File: config.mk
export PLATFORM = sky130hd
export DESIGN_NAME = hostbus_port
export DESIGN_NICKNAME = d
export VERILOG_FILES = /design/src/rtl/hostbus_pkg.sv /design/src/rtl/hostbus_strobe_sampler.sv /design/src/rtl/hostbus_cfg_port.sv /design/src/rtl/hostbus_read_port.sv /design/src/rtl/hostbus_port.sv
export SDC_FILE = /design/constraint.sdc
export NUM_CORES = 1
export LEC_CHECK = 0
export BUFFER_PORTS_ARGS = -buffer_cell sky130_fd_sc_hd__buf_2
export CAP_MARGIN = 20
export CORE_MARGIN = 2
export CORE_UTILIZATION = 48
export DETAILED_ROUTE_END_ITERATION = 8
export PLACE_DENSITY = 0.75
export SLEW_MARGIN = 30
export SYNTH_ARGS = -nofsm -noshare
export SYNTH_HDL_FRONTEND = slang
export SYNTH_SLANG_ARGS = --single-unit
File: constraint.sdc
create_clock -name clk -period 1.7 [get_ports clk]
set_clock_uncertainty 0.2 [all_clocks]
set_input_delay 0.255 -clock clk [delete_from_list [all_inputs] [get_ports clk]]
set_output_delay 0.255 -clock clk [all_outputs]
set_load 0.02 [all_outputs]
File: src/rtl/hostbus_pkg.sv
`timescale 1ns/1ps
// Shared encodings for the host bus port.
package hostbus_pkg;
    // Which write-strobe edge stores configuration data.
    typedef enum logic {
        LATCH_ON_RELEASE = 1'b0,
        LATCH_ON_ASSERT  = 1'b1
    } latch_edge_e;

    // Which half of the result the next narrow read returns.
    typedef enum logic {
        BYTE_LOW  = 1'b0,
        BYTE_HIGH = 1'b1
    } byte_phase_e;
endpackage

File: src/rtl/hostbus_strobe_sampler.sv
`timescale 1ns/1ps
// Oversamples the asynchronous host strobes and write data through a
// STAGES-deep register chain, then detects start and end of the combined
// chip-select/strobe assertions. Assumes STAGES >= 1. Data and strobes travel
// through the same chain, so they stay aligned sample for sample.
module hostbus_strobe_sampler #(
    parameter int STAGES = 2,
    parameter int DW     = 8
) (
    input  logic          clk,
    input  logic          rst_n,
    input  logic          cs_n,
    input  logic          rd_n,
    input  logic          wr_n,
    input  logic [DW-1:0] din,
    output logic          rd_end,
    output logic          wr_begin,
    output logic          wr_end,
    output logic [DW-1:0] data_now,
    output logic [DW-1:0] data_last
);
    localparam int W      = DW + 3;
    localparam int CS_BIT = W - 1;
    localparam int RD_BIT = W - 2;
    localparam int WR_BIT = W - 3;

    logic [W-1:0]              raw;
    logic [STAGES-1:0][W-1:0]  stage;
    logic [W-1:0]              newest;
    logic                      rd_act;
    logic                      wr_act;
    logic                      rd_act_q;
    logic                      wr_act_q;
    logic [DW-1:0]             data_q;

    assign raw = {~cs_n, ~rd_n, ~wr_n, din};

    // Shift raw pins through the sampling chain.
    always_ff @(posedge clk) begin
        if (!rst_n) begin
            stage <= '0;
        end else begin
            stage[0] <= raw;
            for (int k = 1; k < STAGES; k++) begin
                stage[k] <= stage[k-1];
            end
        end
    end

    // Decode combined activity from the newest sample.
    always_comb begin
        newest   = stage[STAGES-1];
        rd_act   = newest[CS_BIT] & newest[RD_BIT];
        wr_act   = newest[CS_BIT] & newest[WR_BIT];
        data_now = newest[DW-1:0];
    end

    // Keep one sample of history for edge detection and release-edge data.
    always_ff @(posedge clk) begin
        if (!rst_n) begin
            rd_act_q <= 1'b0;
            wr_act_q <= 1'b0;
            data_q   <= '0;
        end else begin
            rd_act_q <= rd_act;
            wr_act_q <= wr_act;
            data_q   <= data_now;
        end
    end

    // Produce single-cycle access events.
    always_comb begin
        rd_end    = rd_act_q & ~rd_act;
        wr_begin  = wr_act & ~wr_act_q;
        wr_end    = wr_act_q & ~wr_act;
        data_last = data_q;
    end
endmodule

File: src/rtl/hostbus_cfg_port.sv
`timescale 1ns/1ps
// Captures the write-edge strap during reset and stores configuration data
// on the edge it selects. Assumes wr_begin/wr_end come from the sampler, with
// data_now aligned to the first active sample and data_last to the last one.
module hostbus_cfg_port
    import hostbus_pkg::*;
#(
    parameter int             CFG_W     = 8,
    parameter logic [CFG_W-1:0] RESET_VAL = 8'h10
) (
    input  logic             clk,
    input  logic             rst_n,
    input  logic             strap,
    input  logic             wr_begin,
    input  logic             wr_end,
    input  logic [CFG_W-1:0] data_now,
    input  logic [CFG_W-1:0] data_last,
    output logic [CFG_W-1:0] cfg_q,
    output logic             cfg_written,
    output latch_edge_e      edge_sel
);
    logic             take;
    logic [CFG_W-1:0] pick;

    // Follow the strap only while reset holds; freeze it afterwards.
    always_ff @(posedge clk) begin
        if (!rst_n) begin
            edge_sel <= latch_edge_e'(strap);
        end
    end

    // Choose the event and data sample that the strap selects.
    always_comb begin
        if (edge_sel == LATCH_ON_ASSERT) begin
            take = wr_begin;
            pick = data_now;
        end else begin
            take = wr_end;
            pick = data_last;
        end
    end

    // Store configuration and flag the update for one cycle.
    always_ff @(posedge clk) begin
        if (!rst_n) begin
            cfg_q       <= RESET_VAL;
            cfg_written <= 1'b0;
        end else begin
            cfg_written <= take;
            if (take) begin
                cfg_q <= pick;
            end
        end
    end
endmodule

File: src/rtl/hostbus_read_port.sv
`timescale 1ns/1ps
// Holds the latest result and presents it to the pads, either whole or as
// alternating low/high bytes with the sign copied into the high byte's spare
// bits. Output enables follow the raw strobes so the bus turns around without
// sampling delay. Assumes BYTE_W < DW <= 2*BYTE_W.
module hostbus_read_port
    import hostbus_pkg::*;
#(
    parameter int DW     = 13,
    parameter int BYTE_W = 8
) (
    input  logic          clk,
    input  logic          rst_n,
    input  logic          cs_n,
    input  logic          rd_n,
    input  logic          rd_end,
    input  logic          wide,
    input  logic [DW-1:0] result_in,
    input  logic          result_load,
    output logic [DW-1:0] bus_out,
    output logic [DW-1:0] bus_oe,
    output byte_phase_e   phase
);
    localparam int HI_W  = DW - BYTE_W;
    localparam int EXT_W = BYTE_W - HI_W;

    logic [DW-1:0]     held;
    logic              sel;
    logic [BYTE_W-1:0] hi_byte;

    // Capture each new result from the core.
    always_ff @(posedge clk) begin
        if (!rst_n) begin
            held <= '0;
        end else if (result_load) begin
            held <= result_in;
        end
    end

    // Track which byte the next narrow read returns.
    always_ff @(posedge clk) begin
        if (!rst_n) begin
            phase <= BYTE_LOW;
        end else if (result_load || wide) begin
            phase <= BYTE_LOW;
        end else if (rd_end) begin
            phase <= (phase == BYTE_LOW) ? BYTE_HIGH : BYTE_LOW;
        end
    end

    // Select the read data and the lanes to drive.
    always_comb begin
        sel     = ~cs_n & ~rd_n;
        hi_byte = {{EXT_W{held[DW-1]}}, held[DW-1:BYTE_W]};
        if (wide) begin
            bus_out = held;
        end else if (phase == BYTE_HIGH) begin
            bus_out = {{HI_W{1'b0}}, hi_byte};
        end else begin
            bus_out = {{HI_W{1'b0}}, held[BYTE_W-1:0]};
        end
        bus_oe = {{HI_W{sel & wide}}, {BYTE_W{sel}}};
    end
endmodule

File: src/rtl/hostbus_port.sv
`timescale 1ns/1ps
// Host-side parallel port of the converter: oversampled strobes, a
// write-only configuration register with strap-selected latch edge, and a
// result read path of selectable width. Assumes the strobes are asynchronous
// to clk and held low for at least SYNC_STAGES+1 clock periods.
module hostbus_port
    import hostbus_pkg::*;
#(
    parameter int               DATA_W      = 13,
    parameter int               CFG_W       = 8,
    parameter int               SYNC_STAGES = 2,
    parameter int               WIDTH_BIT   = 3,
    parameter logic [CFG_W-1:0] CFG_RESET   = 8'h10
) (
    input  logic              clk,
    input  logic              rst_n,
    input  logic              edge_strap,
    input  logic              cs_n,
    input  logic              rd_n,
    input  logic              wr_n,
    input  logic [CFG_W-1:0]  wr_data,
    output logic [DATA_W-1:0] bus_out,
    output logic [DATA_W-1:0] bus_oe,
    input  logic [DATA_W-1:0] result_in,
    input  logic              result_load,
    output logic [CFG_W-1:0]  cfg_q,
    output logic              cfg_written
);
    logic             rd_end;
    logic             wr_begin;
    logic             wr_end;
    logic [CFG_W-1:0] data_now;
    logic [CFG_W-1:0] data_last;
    logic             wide;
    latch_edge_e      edge_sel;
    byte_phase_e      phase_w;

    hostbus_strobe_sampler #(
        .STAGES (SYNC_STAGES),
        .DW     (CFG_W)
    ) u_sampler (
        .clk       (clk),
        .rst_n     (rst_n),
        .cs_n      (cs_n),
        .rd_n      (rd_n),
        .wr_n      (wr_n),
        .din       (wr_data),
        .rd_end    (rd_end),
        .wr_begin  (wr_begin),
        .wr_end    (wr_end),
        .data_now  (data_now),
        .data_last (data_last)
    );

    hostbus_cfg_port #(
        .CFG_W     (CFG_W),
        .RESET_VAL (CFG_RESET)
    ) u_cfg (
        .clk         (clk),
        .rst_n       (rst_n),
        .strap       (edge_strap),
        .wr_begin    (wr_begin),
        .wr_end      (wr_end),
        .data_now    (data_now),
        .data_last   (data_last),
        .cfg_q       (cfg_q),
        .cfg_written (cfg_written),
        .edge_sel    (edge_sel)
    );

    assign wide = cfg_q[WIDTH_BIT];

    hostbus_read_port #(
        .DW     (DATA_W),
        .BYTE_W (CFG_W)
    ) u_read (
        .clk         (clk),
        .rst_n       (rst_n),
        .cs_n        (cs_n),
        .rd_n        (rd_n),
        .rd_end      (rd_end),
        .wide        (wide),
        .result_in   (result_in),
        .result_load (result_load),
        .bus_out     (bus_out),
        .bus_oe      (bus_oe),
        .phase       (phase_w)
    );
endmodule

== Word-level counts from Yosys, hierarchy flattened ==
Index checks and enable logic that the tools add are counted.

* Input bits: 28
* Register bits after elaboration: 56

* Reductions and logical operators: 2
* Bitwise operators: 14
* Mux-type cells: 5

{| class="wikitable"
|+ Operators with widths
! cell !! number
|-
| 2-to-1 mux 8 bit || 2
|-
| 2-to-1 mux 13 bit || 1
|-
| bitwise AND 1 bit || 7
|-
| inverter 1 bit || 7
|-
| 2-to-1 mux 1 bit || 2
|-
| OR reduction 2 bit || 1
|-
| logical OR 1 bit || 1
|}

== Logic depth before layout (Yosys ltp) ==
* Depth after elaboration: 4
* Mapped depth: 5
* Mapped depth without buffers: 3

== Cells and area by module ==
From an unflattened synthesis, not the netlist that was laid out.

* Cells, all modules: 192
* Area total of the unflattened synthesis: 2,172.1 um2

{| class="wikitable"
|+ Modules (own cells, without submodules)
! module !! times used !! cells each !! area each (um2)
|-
| hostbus_strobe_sampler || 1 || 78 || 943.4
|-
| hostbus_read_port || 1 || 75 || 797.0
|-
| hostbus_cfg_port || 1 || 39 || 431.7
|}

== Worst setup path before layout ==
No wires, ideal clock.

* Path kind: input to output
* Start point: input port cs_n
* End point: output port bus_oe[10]
* Required time: 1.245 ns
* Stages: 3
* Path slack: 0.104 ns
* Arrival: 1.141 ns
* Path through: nor2_1 > and2_1 > buf_4

* Longest elaborated chain between the ends: 3

{| class="wikitable"
|+ RTL lines
! item !! RTL line !! source
|-
| start: declaration || hostbus_port.sv:18 || <nowiki>input logic cs_n,</nowiki>
|-
| inverter 1 bit || hostbus_read_port.sv:53 || <nowiki>sel = ~cs_n & ~rd_n;</nowiki>
|-
| bitwise AND 1 bit || hostbus_read_port.sv:53 ||
|-
| bitwise AND 1 bit || hostbus_read_port.sv:62 || <nowiki>bus_oe = {{HI_W{sel & wide}}, {BYTE_W{sel}}};</nowiki>
|-
| end: declaration || hostbus_port.sv:23 || <nowiki>output logic [DATA_W-1:0] bus_oe,</nowiki>
|}

No other way between the ends.

== Final worst setup path ==
* Start point: register u_read.phase
* End point: output port bus_out[1]

* Longest elaborated chain between the ends: 2

{| class="wikitable"
|+ RTL lines
! item !! RTL line !! source
|-
| start: declaration || hostbus_read_port.sv:22 || <nowiki>output byte_phase_e phase</nowiki>
|-
| start signal: assignment || hostbus_read_port.sv:47 || <nowiki>phase <= (phase == BYTE_LOW) ? BYTE_HIGH : BYTE_LOW;</nowiki>
|-
| 2-to-1 mux 8 bit || hostbus_read_port.sv:57 || <nowiki>end else if (phase == BYTE_HIGH) begin</nowiki>
|-
| 2-to-1 mux 13 bit || hostbus_read_port.sv:55 || <nowiki>if (wide) begin</nowiki>
|-
| end: declaration || hostbus_port.sv:22 || <nowiki>output logic [DATA_W-1:0] bus_out,</nowiki>
|}

No other way between the ends.

==> results.md <==
* Register area at approximately 1100 µm²
* CP most frequent cell: nand2_1
* IO Pins at 63
* Vias at approximately 1500
* Setup CP Type: register to output pin
* Multi-input gate area at slightly above 800 µm²
* Sink Count at 56
* Clk root buf: clkbuf_8
* Dpl hpwl at 2.28 mm
* DRT Pass-1 Iters at 4
* Tcrit/Tclk final at 96.6%
* DR DRC count at 0
* Sequential-to-total area share from yosys stat at between 50% and 60%
* CP Capture Type: output pin
* Synth Area per Inst at 10.1 µm²
* Reg2reg setup slack at 0.32 ns
* Post-DR vias/cell at 4.48
* Leakage at around 1.4 nW
* Hold path start: result_in[11]
* Die ar. at 4920 µm²
* Longest Clk Path Bufs at 2
* CP max stage delay at 0.36 ns
* Initial drt markers at 47
* Post-Syn Instances at about 210
* Top cells by area, synth: dfxtp_1 (52%), mux2i_1 (10%), and2_1 (9.8%), nand2_1 (6.4%), buf_4 (5.0%)
* Fmax at 609 MHz
* Status: finished, final reports clean
* Total grt overflow at 0
* Maxcap violations at 0
* Buffers on Ports at 62
* Die extent in x at 70.2 µm
* Class of the worst hold path: input pin to register
* Peak supply drop at between 0.4 and 0.5 mV
* Hold Crit Depth at 3
* Clk_lat worst skew at 0.29 ns
* Worst hold slack at roughly 0.0086 ns
* GPL Wtd Cong at 0.784
* Shortest period the worst path allows at 1.64 ns
* Final Hold Fails at 0
* Syn-to-layout area delta at 28.5%
* Total Routing Usage GR at 14.4%
* Ant diodes at 0
* Inst Count DP at 305
* CP Launch Type: register
* Worst-path fanout max at 4
* Core area at about 4300 µm²
* Fin. max-slew vios at 0
* Reg2reg end: u_cfg.cfg_q[7]
* Synthesized Nets at 237
* WP data required at 1.24 ns
* Synth top area share at 52.4%
* Starting density of the core at 48.9%
* Share of cells above drive strength 1 at 32.0%
* Routed wire length at around 3.4 mm
* Setup violators final at 0
* Final cell count without fillers at 336
* FILL cells at 363
* Vias in the first global route at 1355
* Antenna viol nets, final at 0
* CP cell instances: nor2b_4 > buf_4 > nand2_1 > nand2_1 > buf_2
* Slowest-stage cell, CP: dfxtp_4
* Worst Path Arrival at 1.19 ns
* Pwr Density at 856 nW/µm²
* Commonest non-fill, non-tap cell in the layout: buf_2
* Clock transition at path regs at 0.09 ns
* Post-Syn Area at 2100 µm²
* H-tree depth at 2
* Initial antenna violation count at 0
* R2R depth at 4
* Rows at 24
* Final setup TNS at 0 ns
* Synthesis-stage register bit count at 56
* CTS tree: done
* WHS Endpoint: u_read.held[11]
* Die span in y at 70.2 µm
* Final #Nets at ~310
* Wire per inst at around 10 µm
* Slew headroom at 73.5%
* Num CTS Buffers at 5
* Yosys warns at 0
* Leading cell types in the layout, fill and taps excluded: buf_2 (58), dfxtp_1 (53), nand2_1 (36), and2_1 (32)
* R2R Path Start: u_cfg.edge_sel
* Core Util, Final at 62.9%
* Largest net degree at the start of global routing at 33
* Unique cell type count in the Yosys netlist at 22
* Slew @ Worst Pin at 0.398 ns
* Synth area leader: dfxtp_1
* Pwr Total at 2.31 mW
* First-pass GRT wire length at 5.73 mm
-- registers in the layout, indices dropped and copies added, names as in the netlist --
register / count
u_cfg.cfg_q: 8
u_sampler.stage: 11
u_cfg.cfg_written: 1
u_cfg.edge_sel: 1
u_sampler.wr_act_q: 1
u_sampler.data_last: 8
u_sampler.rd_act_q: 1
u_read.held: 13
u_read.phase: 1
u_sampler.newest: 11
-- cell families (layout without fill, tap and decap cells) --
family,count (synthesis),in the layout,share of synthesized area (%)
mux,28,28,13.8
flops,56,56,53.8
compound gates,3,3,1.13
buf+inv,25,100,8.52
xor+xnor,1,1,0.417
simple gates,96,96,22.3
-- worst max path at each step --
stage	from	to	slack [ns]	depth (start not counted)
CTS	u_read.phase	bus_out[2]	0.008	5
finish	u_read.phase	bus_out[1]	0.06	5
detailed placement	cs_n	bus_oe[12]	0.12	4
global placement	u_cfg.cfg_q[3]	bus_out[1]	0.20	4
floorplan	cs_n	bus_oe[10]	0.10	3
global route	u_read.phase	bus_out[0]	-0.02	5
-- critical path, delay by kind of cell, from the launching register on --
family / cells / cell delay (ns)
buffers and inverters: 2 / 0.28
DFF: 1 / 0.36
and+or+nand+nor: 3 / 0.24
-- power by group --
part / total [mW] / switching, mW / internal, mW
Clock: 0.696 / 0.364 / 0.332
Sequential: 1.38 / 0.0192 / 1.36
Combinational: 0.235 / 0.110 / 0.125
-- area by class of cell --
type / instances / area share, %
multi-input cells: 128 / 29.9
clock buffers: 8 / 3.34
inverters: 1 / 0.139
repair buffers: 91 / 22.0
well taps: 52 / 2.41
flip-flops and latches: 56 / 42.2
-- stage by stage --
stage / setup WS [ns] / area [µm²]
3_3_place_gp: 0.197 / 2350
3_5_place_dp: 0.122 / 2350
5_1_grt: -0.0155 / 2700
4_1_cts: 0.00823 / 2660
2_1_floorplan: 0.104 / 2100
6_report: 0.0585 / 2700
-- repair_timing --
item | in CTS | in global routing
gates resized for setup | 6 | 8
hold endpoints to repair | 21 | 0
setup buffers | 0 | 2
endpoints found under the setup margin | 13 | 12
hold buffers | 21 | 0
-- per-layer routing --
metal | track usage, % | up-vias | share of wire, %
met1 | 17.9 | 661 | 44
met3 | 3.17 | 6 | 5.0
met5 | 0 | - | 0
li1 | - | 794 | -
met4 | 6.41 | 0 | 1.5
met2 | 23.8 | 44 | 50
-- synth_stat cells --
cell type / number
dfxtp_1: 55
nand2_1: 36
and2_1: 33
mux2i_1: 21
nor2_1: 20
buf_4: 14
mux2_2: 7
buf_6: 4
clkbuf_1: 4
and2b_2: 2
buf_2: 2
a211oi_1: 1
a21boi_0: 1
a21oi_2: 1
and3_1: 1
and4b_1: 1
edfxtp_1: 1
inv_1: 1
nand2b_1: 1
nor2b_1: 1
nor4_1: 1
xnor2_1: 1
Power figures use the tool's default switching activity.
